<file path="src/rtl/exc_pkg.sv">
package exc_pkg;
  typedef logic [4:0] exc_code_t;

  // Status fields
  localparam int ST_EXL_BIT = 1;
  localparam int ST_BEV_BIT = 22;
  // Cause fields
  localparam int CA_CODE_LO = 2;
  localparam int CA_CODE_HI = 6;
  localparam int CA_IV_BIT  = 23;
  localparam int CA_CE_LO   = 28;
  localparam int CA_CE_HI   = 29;
  localparam int CA_BD_BIT  = 31;

  localparam exc_code_t CODE_IRQ   = 5'd0;
  localparam exc_code_t CODE_COPUN = 5'd11;

  localparam logic [31:0] OFS_REFILL  = 32'h0000_0000;
  localparam logic [31:0] OFS_GENERAL = 32'h0000_0180;
  localparam logic [31:0] OFS_IRQ_SEP = 32'h0000_0200;
endpackage

</file>
<file path="src/rtl/exc_slot_detect.sv">
module exc_slot_detect #(
  parameter int XLEN       = 32,
  parameter int INSN_BYTES = 4
) (
  input  logic [XLEN-1:0] fault_pc,
  input  logic [XLEN-1:0] next_pc,
  output logic            in_slot,
  output logic [XLEN-1:0] epc_val
);
  localparam logic [XLEN-1:0] STEP = XLEN'(INSN_BYTES);

  logic [XLEN-1:0] seq_pc;
  logic [XLEN-1:0] backup;

  always_comb begin
    seq_pc  = fault_pc + STEP;
    in_slot = (next_pc != seq_pc);
    // only the step amount is selected; the PC is always the minuend
    backup  = in_slot ? STEP : '0;
    epc_val = fault_pc - backup;
  end
endmodule

</file>
<file path="src/rtl/exc_vector_sel.sv">
module exc_vector_sel
  import exc_pkg::*;
#(
  parameter int          XLEN      = 32,
  parameter logic [31:0] BOOT_BASE = 32'hBFC0_0200
) (
  input  exc_code_t       code,
  input  logic            refill,
  input  logic [XLEN-1:0] status_pre,
  input  logic [XLEN-1:0] cause_pre,
  input  logic [XLEN-1:0] ebase,
  output logic [XLEN-1:0] target
);
  logic [XLEN-1:0] base;
  logic [XLEN-1:0] offset;

  always_comb begin
    base = status_pre[ST_BEV_BIT] ? XLEN'(BOOT_BASE) : ebase;
    if (code == CODE_IRQ)
      offset = cause_pre[CA_IV_BIT] ? XLEN'(OFS_IRQ_SEP) : XLEN'(OFS_GENERAL);
    else if (refill && !status_pre[ST_EXL_BIT])
      offset = XLEN'(OFS_REFILL);
    else
      offset = XLEN'(OFS_GENERAL);
    target = base + offset;
  end
endmodule

</file>
<file path="src/rtl/exc_cause_upd.sv">
module exc_cause_upd
  import exc_pkg::*;
#(
  parameter int XLEN = 32,
  parameter int COPW = 2
) (
  input  exc_code_t       code,
  input  logic [COPW-1:0] cop,
  input  logic            in_slot,
  input  logic [XLEN-1:0] cause_pre,
  input  logic [XLEN-1:0] status_pre,
  output logic [XLEN-1:0] cause_nxt,
  output logic [XLEN-1:0] status_nxt
);
  always_comb begin
    cause_nxt = cause_pre;
    cause_nxt[CA_CODE_HI:CA_CODE_LO] = code;
    cause_nxt[CA_BD_BIT] = in_slot;
    if (code == CODE_COPUN)
      cause_nxt[CA_CE_HI:CA_CE_LO] = cop;
    status_nxt = status_pre;
    status_nxt[ST_EXL_BIT] = 1'b1;
  end
endmodule

</file>
<file path="src/rtl/exc_entry_unit.sv">
module exc_entry_unit
  import exc_pkg::*;
#(
  parameter int          XLEN       = 32,
  parameter int          COPW       = 2,
  parameter int          INSN_BYTES = 4,
  parameter logic [31:0] BOOT_BASE  = 32'hBFC0_0200
) (
  input  logic            clk,
  input  logic            rst,
  input  logic            exc_req,
  input  logic [4:0]      exc_code,
  input  logic [COPW-1:0] exc_cop,
  input  logic            exc_refill,
  input  logic [XLEN-1:0] fault_pc,
  input  logic [XLEN-1:0] next_pc,
  input  logic [XLEN-1:0] status_in,
  input  logic [XLEN-1:0] cause_in,
  input  logic [XLEN-1:0] ebase_in,
  output logic            out_valid,
  output logic [XLEN-1:0] redirect_pc,
  output logic [XLEN-1:0] epc_out,
  output logic [XLEN-1:0] cause_out,
  output logic [XLEN-1:0] status_out
);
  logic            in_slot;
  logic [XLEN-1:0] epc_nxt;
  logic [XLEN-1:0] tgt_nxt;
  logic [XLEN-1:0] cause_nxt;
  logic [XLEN-1:0] status_nxt;

  exc_slot_detect #(.XLEN(XLEN), .INSN_BYTES(INSN_BYTES)) u_slot (
    .fault_pc (fault_pc),
    .next_pc  (next_pc),
    .in_slot  (in_slot),
    .epc_val  (epc_nxt)
  );

  // target uses the register values seen before this entry updates them
  exc_vector_sel #(.XLEN(XLEN), .BOOT_BASE(BOOT_BASE)) u_vec (
    .code       (exc_code),
    .refill     (exc_refill),
    .status_pre (status_in),
    .cause_pre  (cause_in),
    .ebase      (ebase_in),
    .target     (tgt_nxt)
  );

  exc_cause_upd #(.XLEN(XLEN), .COPW(COPW)) u_cause (
    .code       (exc_code),
    .cop        (exc_cop),
    .in_slot    (in_slot),
    .cause_pre  (cause_in),
    .status_pre (status_in),
    .cause_nxt  (cause_nxt),
    .status_nxt (status_nxt)
  );

  always_ff @(posedge clk) begin
    if (rst) begin
      out_valid   <= 1'b0;
      redirect_pc <= '0;
      epc_out     <= '0;
      cause_out   <= '0;
      status_out  <= '0;
    end else begin
      out_valid <= exc_req;
      if (exc_req) begin
        redirect_pc <= tgt_nxt;
        epc_out     <= epc_nxt;
        cause_out   <= cause_nxt;
        status_out  <= status_nxt;
      end
    end
  end
endmodule

</file>
<file path="config.mk">
export PLATFORM = sky130hd
export DESIGN_NAME = exc_entry_unit
export DESIGN_NICKNAME = d
export VERILOG_FILES = /design/src/rtl/exc_pkg.sv /design/src/rtl/exc_slot_detect.sv /design/src/rtl/exc_vector_sel.sv /design/src/rtl/exc_cause_upd.sv /design/src/rtl/exc_entry_unit.sv
export SDC_FILE = /design/constraint.sdc
export NUM_CORES = 1
export LEC_CHECK = 0
export BUFFER_PORTS_ARGS = -buffer_cell sky130_fd_sc_hd__buf_2
export CELL_PAD_IN_SITES_DETAIL_PLACEMENT = 1
export CELL_PAD_IN_SITES_GLOBAL_PLACEMENT = 1
export CORE_MARGIN = 5
export CORE_UTILIZATION = 34
export DETAILED_ROUTE_END_ITERATION = 10
export GPL_ROUTABILITY_DRIVEN = 0
export PLACE_DENSITY_LB_ADDON = 0.1
export SETUP_SLACK_MARGIN = 0.4
export SLEW_MARGIN = 5
export SYNTH_ARGS = -nofsm -noshare
export SYNTH_HDL_FRONTEND = slang
export SYNTH_SLANG_ARGS = --single-unit
</file>
<file path="constraint.sdc">
create_clock -name clk -period 5.1 [get_ports clk]
set_clock_uncertainty 0.2 [all_clocks]
set_input_delay 0.255 -clock clk [delete_from_list [all_inputs] [get_ports clk]]
set_output_delay 0.255 -clock clk [all_outputs]
set_load 0.01 [all_outputs]
</file>
==> impl_metrics.py <==
metrics = {
    "power": {
        "peakVddDrop_uv": 213.0,
        "power_frac_comb_pct": 18.1,
        "switching_power_mw": 0.8029,
        "powerDensity_nw_per_um2": 289.1,
        "p_leak_nw": 4.385,
        "p_clk_share_pct": 42.5,
        "total_power_mw": 2.797,
        "p_int_mw": 1.994,
        "switching_share_pct": 28.71,
        "seq_power_share_pct": 39.4,
    },
    "drt": {
        "num_vias": 6905,
        "drt_wl_total_mm": 23.77,
        "drc_errors": 0,
        "drt_iter0_markers": 206,
        "firstDrtPassIters": 4,
        "ant_nets": 0,
        "wl_per_cell_um": 17.03,
        "vias_per_cell": 4.946,
    },
    "worst_setup_path": {
        "cp_data_arrival_time_ns": 4.50,
        "path_class": "primary input to register",
        "cp.required_ns": 5.23,
        "end_kind": "register",
        "start_kind": "primary input",
        "crit_fanout": 9,
    },
    "flow_run": {
        "cap_violations": 0,
    },
    "clock_network": {
        "post_cts_buffers": 0,
        "cts_root_buf": "clkbuf_16",
        "clock_path_buffers": 2,
        "clkLatencyLatePin_ns": 0.42,
        "h-tree-depth": 4,
        "clk_pin_slew_ns": 0.06,
        "cts_tree": "built",
        "clock_sinks": 129,
        "numCtsBuffers": 17,
    },
    "synth": {
        "syn_nets": 953,
        "synthFlopType": "dfxtp_1",
        "ys_ff_latch": 129,
        "synth_edf_count": 0,
        "synthTopCellsByArea": "dfxtp_1 39%, mux2i_1 11%, nor2_1 8.5%, xnor2_1 5.6%, xor2_1 4.3%",
        "ys_seq_area_share_pct": 38.70,
        "syn_inst": 775,
        "yosys.area.top_type": "dfxtp_1",
        "ys_types": 56,
        "synth_top_area_share_pct": 38.70,
        "async_reset_ff_share_pct": 0,
        "syn_area_per_cell_sq_um": 8.611,
        "ys_warn_count": 0,
        "syn_area_sq_um": 6674,
    },
    "floorplan": {
        "dieArea_sq_um": 22530,
        "io_pins": 300,
        "rows": 51,
        "start_util_pct": 34.40,
        "die_height_um": 150.1,
        "die_w_um": 150.1,
        "core_region_area_sq_um": 19400,
    },
    "timing": {
        "drv_slew": 0,
        "hold_slack_ns": 0.02112,
        "slew_headroom_pct": 38.54,
        "fin_crit_sh_pct": 85.76,
        "setup_violations": 0,
        "setup_ws_ns": 0.7263,
        "finalCriticalPeriod_ns": 4.374,
        "rsz0062_at_grt": "no",
        "tns_ns": 0,
        "hold_viol": 0,
        "fmax_mhz": 228.6,
        "tightest_slew_ns": 0.9219,
    },
    "global_routing": {
        "antenna_found_initial": 4,
        "grt_pass1_wl_mm": 36.83,
        "grt_overflow": 0,
        "grt_pass1_vias": 7116,
        "grt_max_degree": 86,
        "grt_use_total_pct": 20.34,
    },
    "finish": {
        "drive_gt1_share_pct": 30.85,
        "syn2layout_area_growth_pct": 44.94,
        "fin_nets": 1293,
        "fin_cells": 1396,
    },
    "placement": {
        "detailedPlacementHpwl_mm": 16.81,
        "dpl_worst_slack_ns": 0.6039,
        "place_inst": 1284,
        "port-buffer-count": 293,
    },
    "outcome": {
        "run_status": "completed",
    },
    "min_path": {
        "min_path_type": "primary input to register",
    },
}
## Yosys cell counts (8+ instances only)
| cell | instances |
|---|---|
| nor4_1 | 13 |
| a21oi_1 | 25 |
| nand2_1 | 21 |
| nor2b_1 | 27 |
| mux2i_1 | 71 |
| nor2_1 | 151 |
| or3_1 | 9 |
| nand4_1 | 22 |
| buf_2 | 9 |
| nor3_1 | 19 |
| xnor2_1 | 43 |
| o21ai_0 | 11 |
| a211oi_1 | 35 |
| nor3b_1 | 8 |
| nand3_1 | 17 |
| xor2_1 | 33 |
| clkbuf_1 | 42 |
| dfxtp_1 | 129 |
## metrics by stage
stage / util [%] / instance area, sq um
after floorplan: - / 6674
after global placement: 42.81 / 8304
after detailed placement: 42.81 / 8304
after CTS: 49.74 / 9649
after global routing: 49.86 / 9673
final: 49.86 / 9673
## placed cells by master (no fill, tap or decap), types with 18 or more instances in the layout
cell,synthesis,final
nand4_1,22,22
a21oi_1,25,25
buf_2,9,291
nor3_1,19,18
nor2b_1,27,27
nor2_1,151,151
xor2_1,33,33
mux2i_1,71,71
xnor2_1,43,43
a211oi_1,35,35
dfxtp_1,129,129
dlygate4sd3_1,0,77
nand2_1,21,21
## worst paths after layout
check	startpoint	to	slack, ns	cells past startpoint
setup / recovery	fault_pc[6]	epc_out[26]	0.73	20
hold / removal	fault_pc[4]	epc_out[4]	0.02	3
setup reg to reg	epc_out[4]	epc_out[4]	4.10	2
hold reg to reg	status_out[1]	status_out[1]	0.26	2
## final cells by class
type | count | area (sq um)
antenna | 3 | 7.507
clock buffer | 18 | 429.2
clock inverter | 14 | 145.1
fill | 2414 | 9726
inverter | 6 | 22.52
multi-input combinational | 584 | 3856
sequential | 129 | 2582
tap | 265 | 331.6
timing repair buffer | 377 | 2298
## flip-flops by register name, indices dropped and copies added (netlist names)
name         count
out_valid        1
epc_out         32
status_out      32
redirect_pc     32
cause_out       32
## power groups by stage
stage	clock network (mW)	logic, mW	registers [mW]
CTS	1.22	0.508	1.10
global placement	0	0.452	1.12
floorplan	0	0.226	1.15
detailed placement	0	0.458	1.12
global route	1.26	0.554	1.11
finish	1.19	0.506	1.10
## worst max-delay path: stages
cell           delay [ns]
dlygate4sd3_1        0.51
buf_2                0.19
nand3_1              0.16
buf_4                0.20
nor4_1               0.30
buf_4                0.22
nand3_1              0.09
or3_1                0.32
a211o_1              0.29
nor3b_1              0.27
nand2_1              0.14
ha_1                 0.22
ha_1                 0.19
nand2b_1             0.14
nand2b_1             0.27
nor3_1               0.09
nand3_1              0.19
nor3_1               0.09
xnor2_1              0.14
a211oi_1             0.22
## metal layers
metal  vias up  GRT usage (%)  wire [um]
met1      3254          24.18      10200
met2       188          35.93      11860
met4         2          8.188        578
li1       3423              -          -
met5         -              0         20
met3        38          4.004       1106
## timing repair
item | 4_1_cts | 5_1_grt
resized for setup | 0 | 3
setup endpoints to repair | 0 | 7
hold endpoints to repair | 75 | 0
hold buffers | 77 | 0
## logic make-up (layout without fill, tap and decap cells)
| kind of cell | after synthesis | after routing | synth area share [%] |
|---|---|---|---|
| other cells | 0 | 3 | 0 |
| xor+xnor | 76 | 76 | 9.974 |
| buf+inv | 62 | 415 | 3.768 |
| fa+ha+maj | 7 | 7 | 1.425 |
| compound gates | 109 | 109 | 11.31 |
| flops | 129 | 129 | 38.70 |
| simple gates | 319 | 319 | 23.85 |
| mux | 73 | 73 | 10.99 |
No activity file was read; power rests on OpenSTA's default activity.
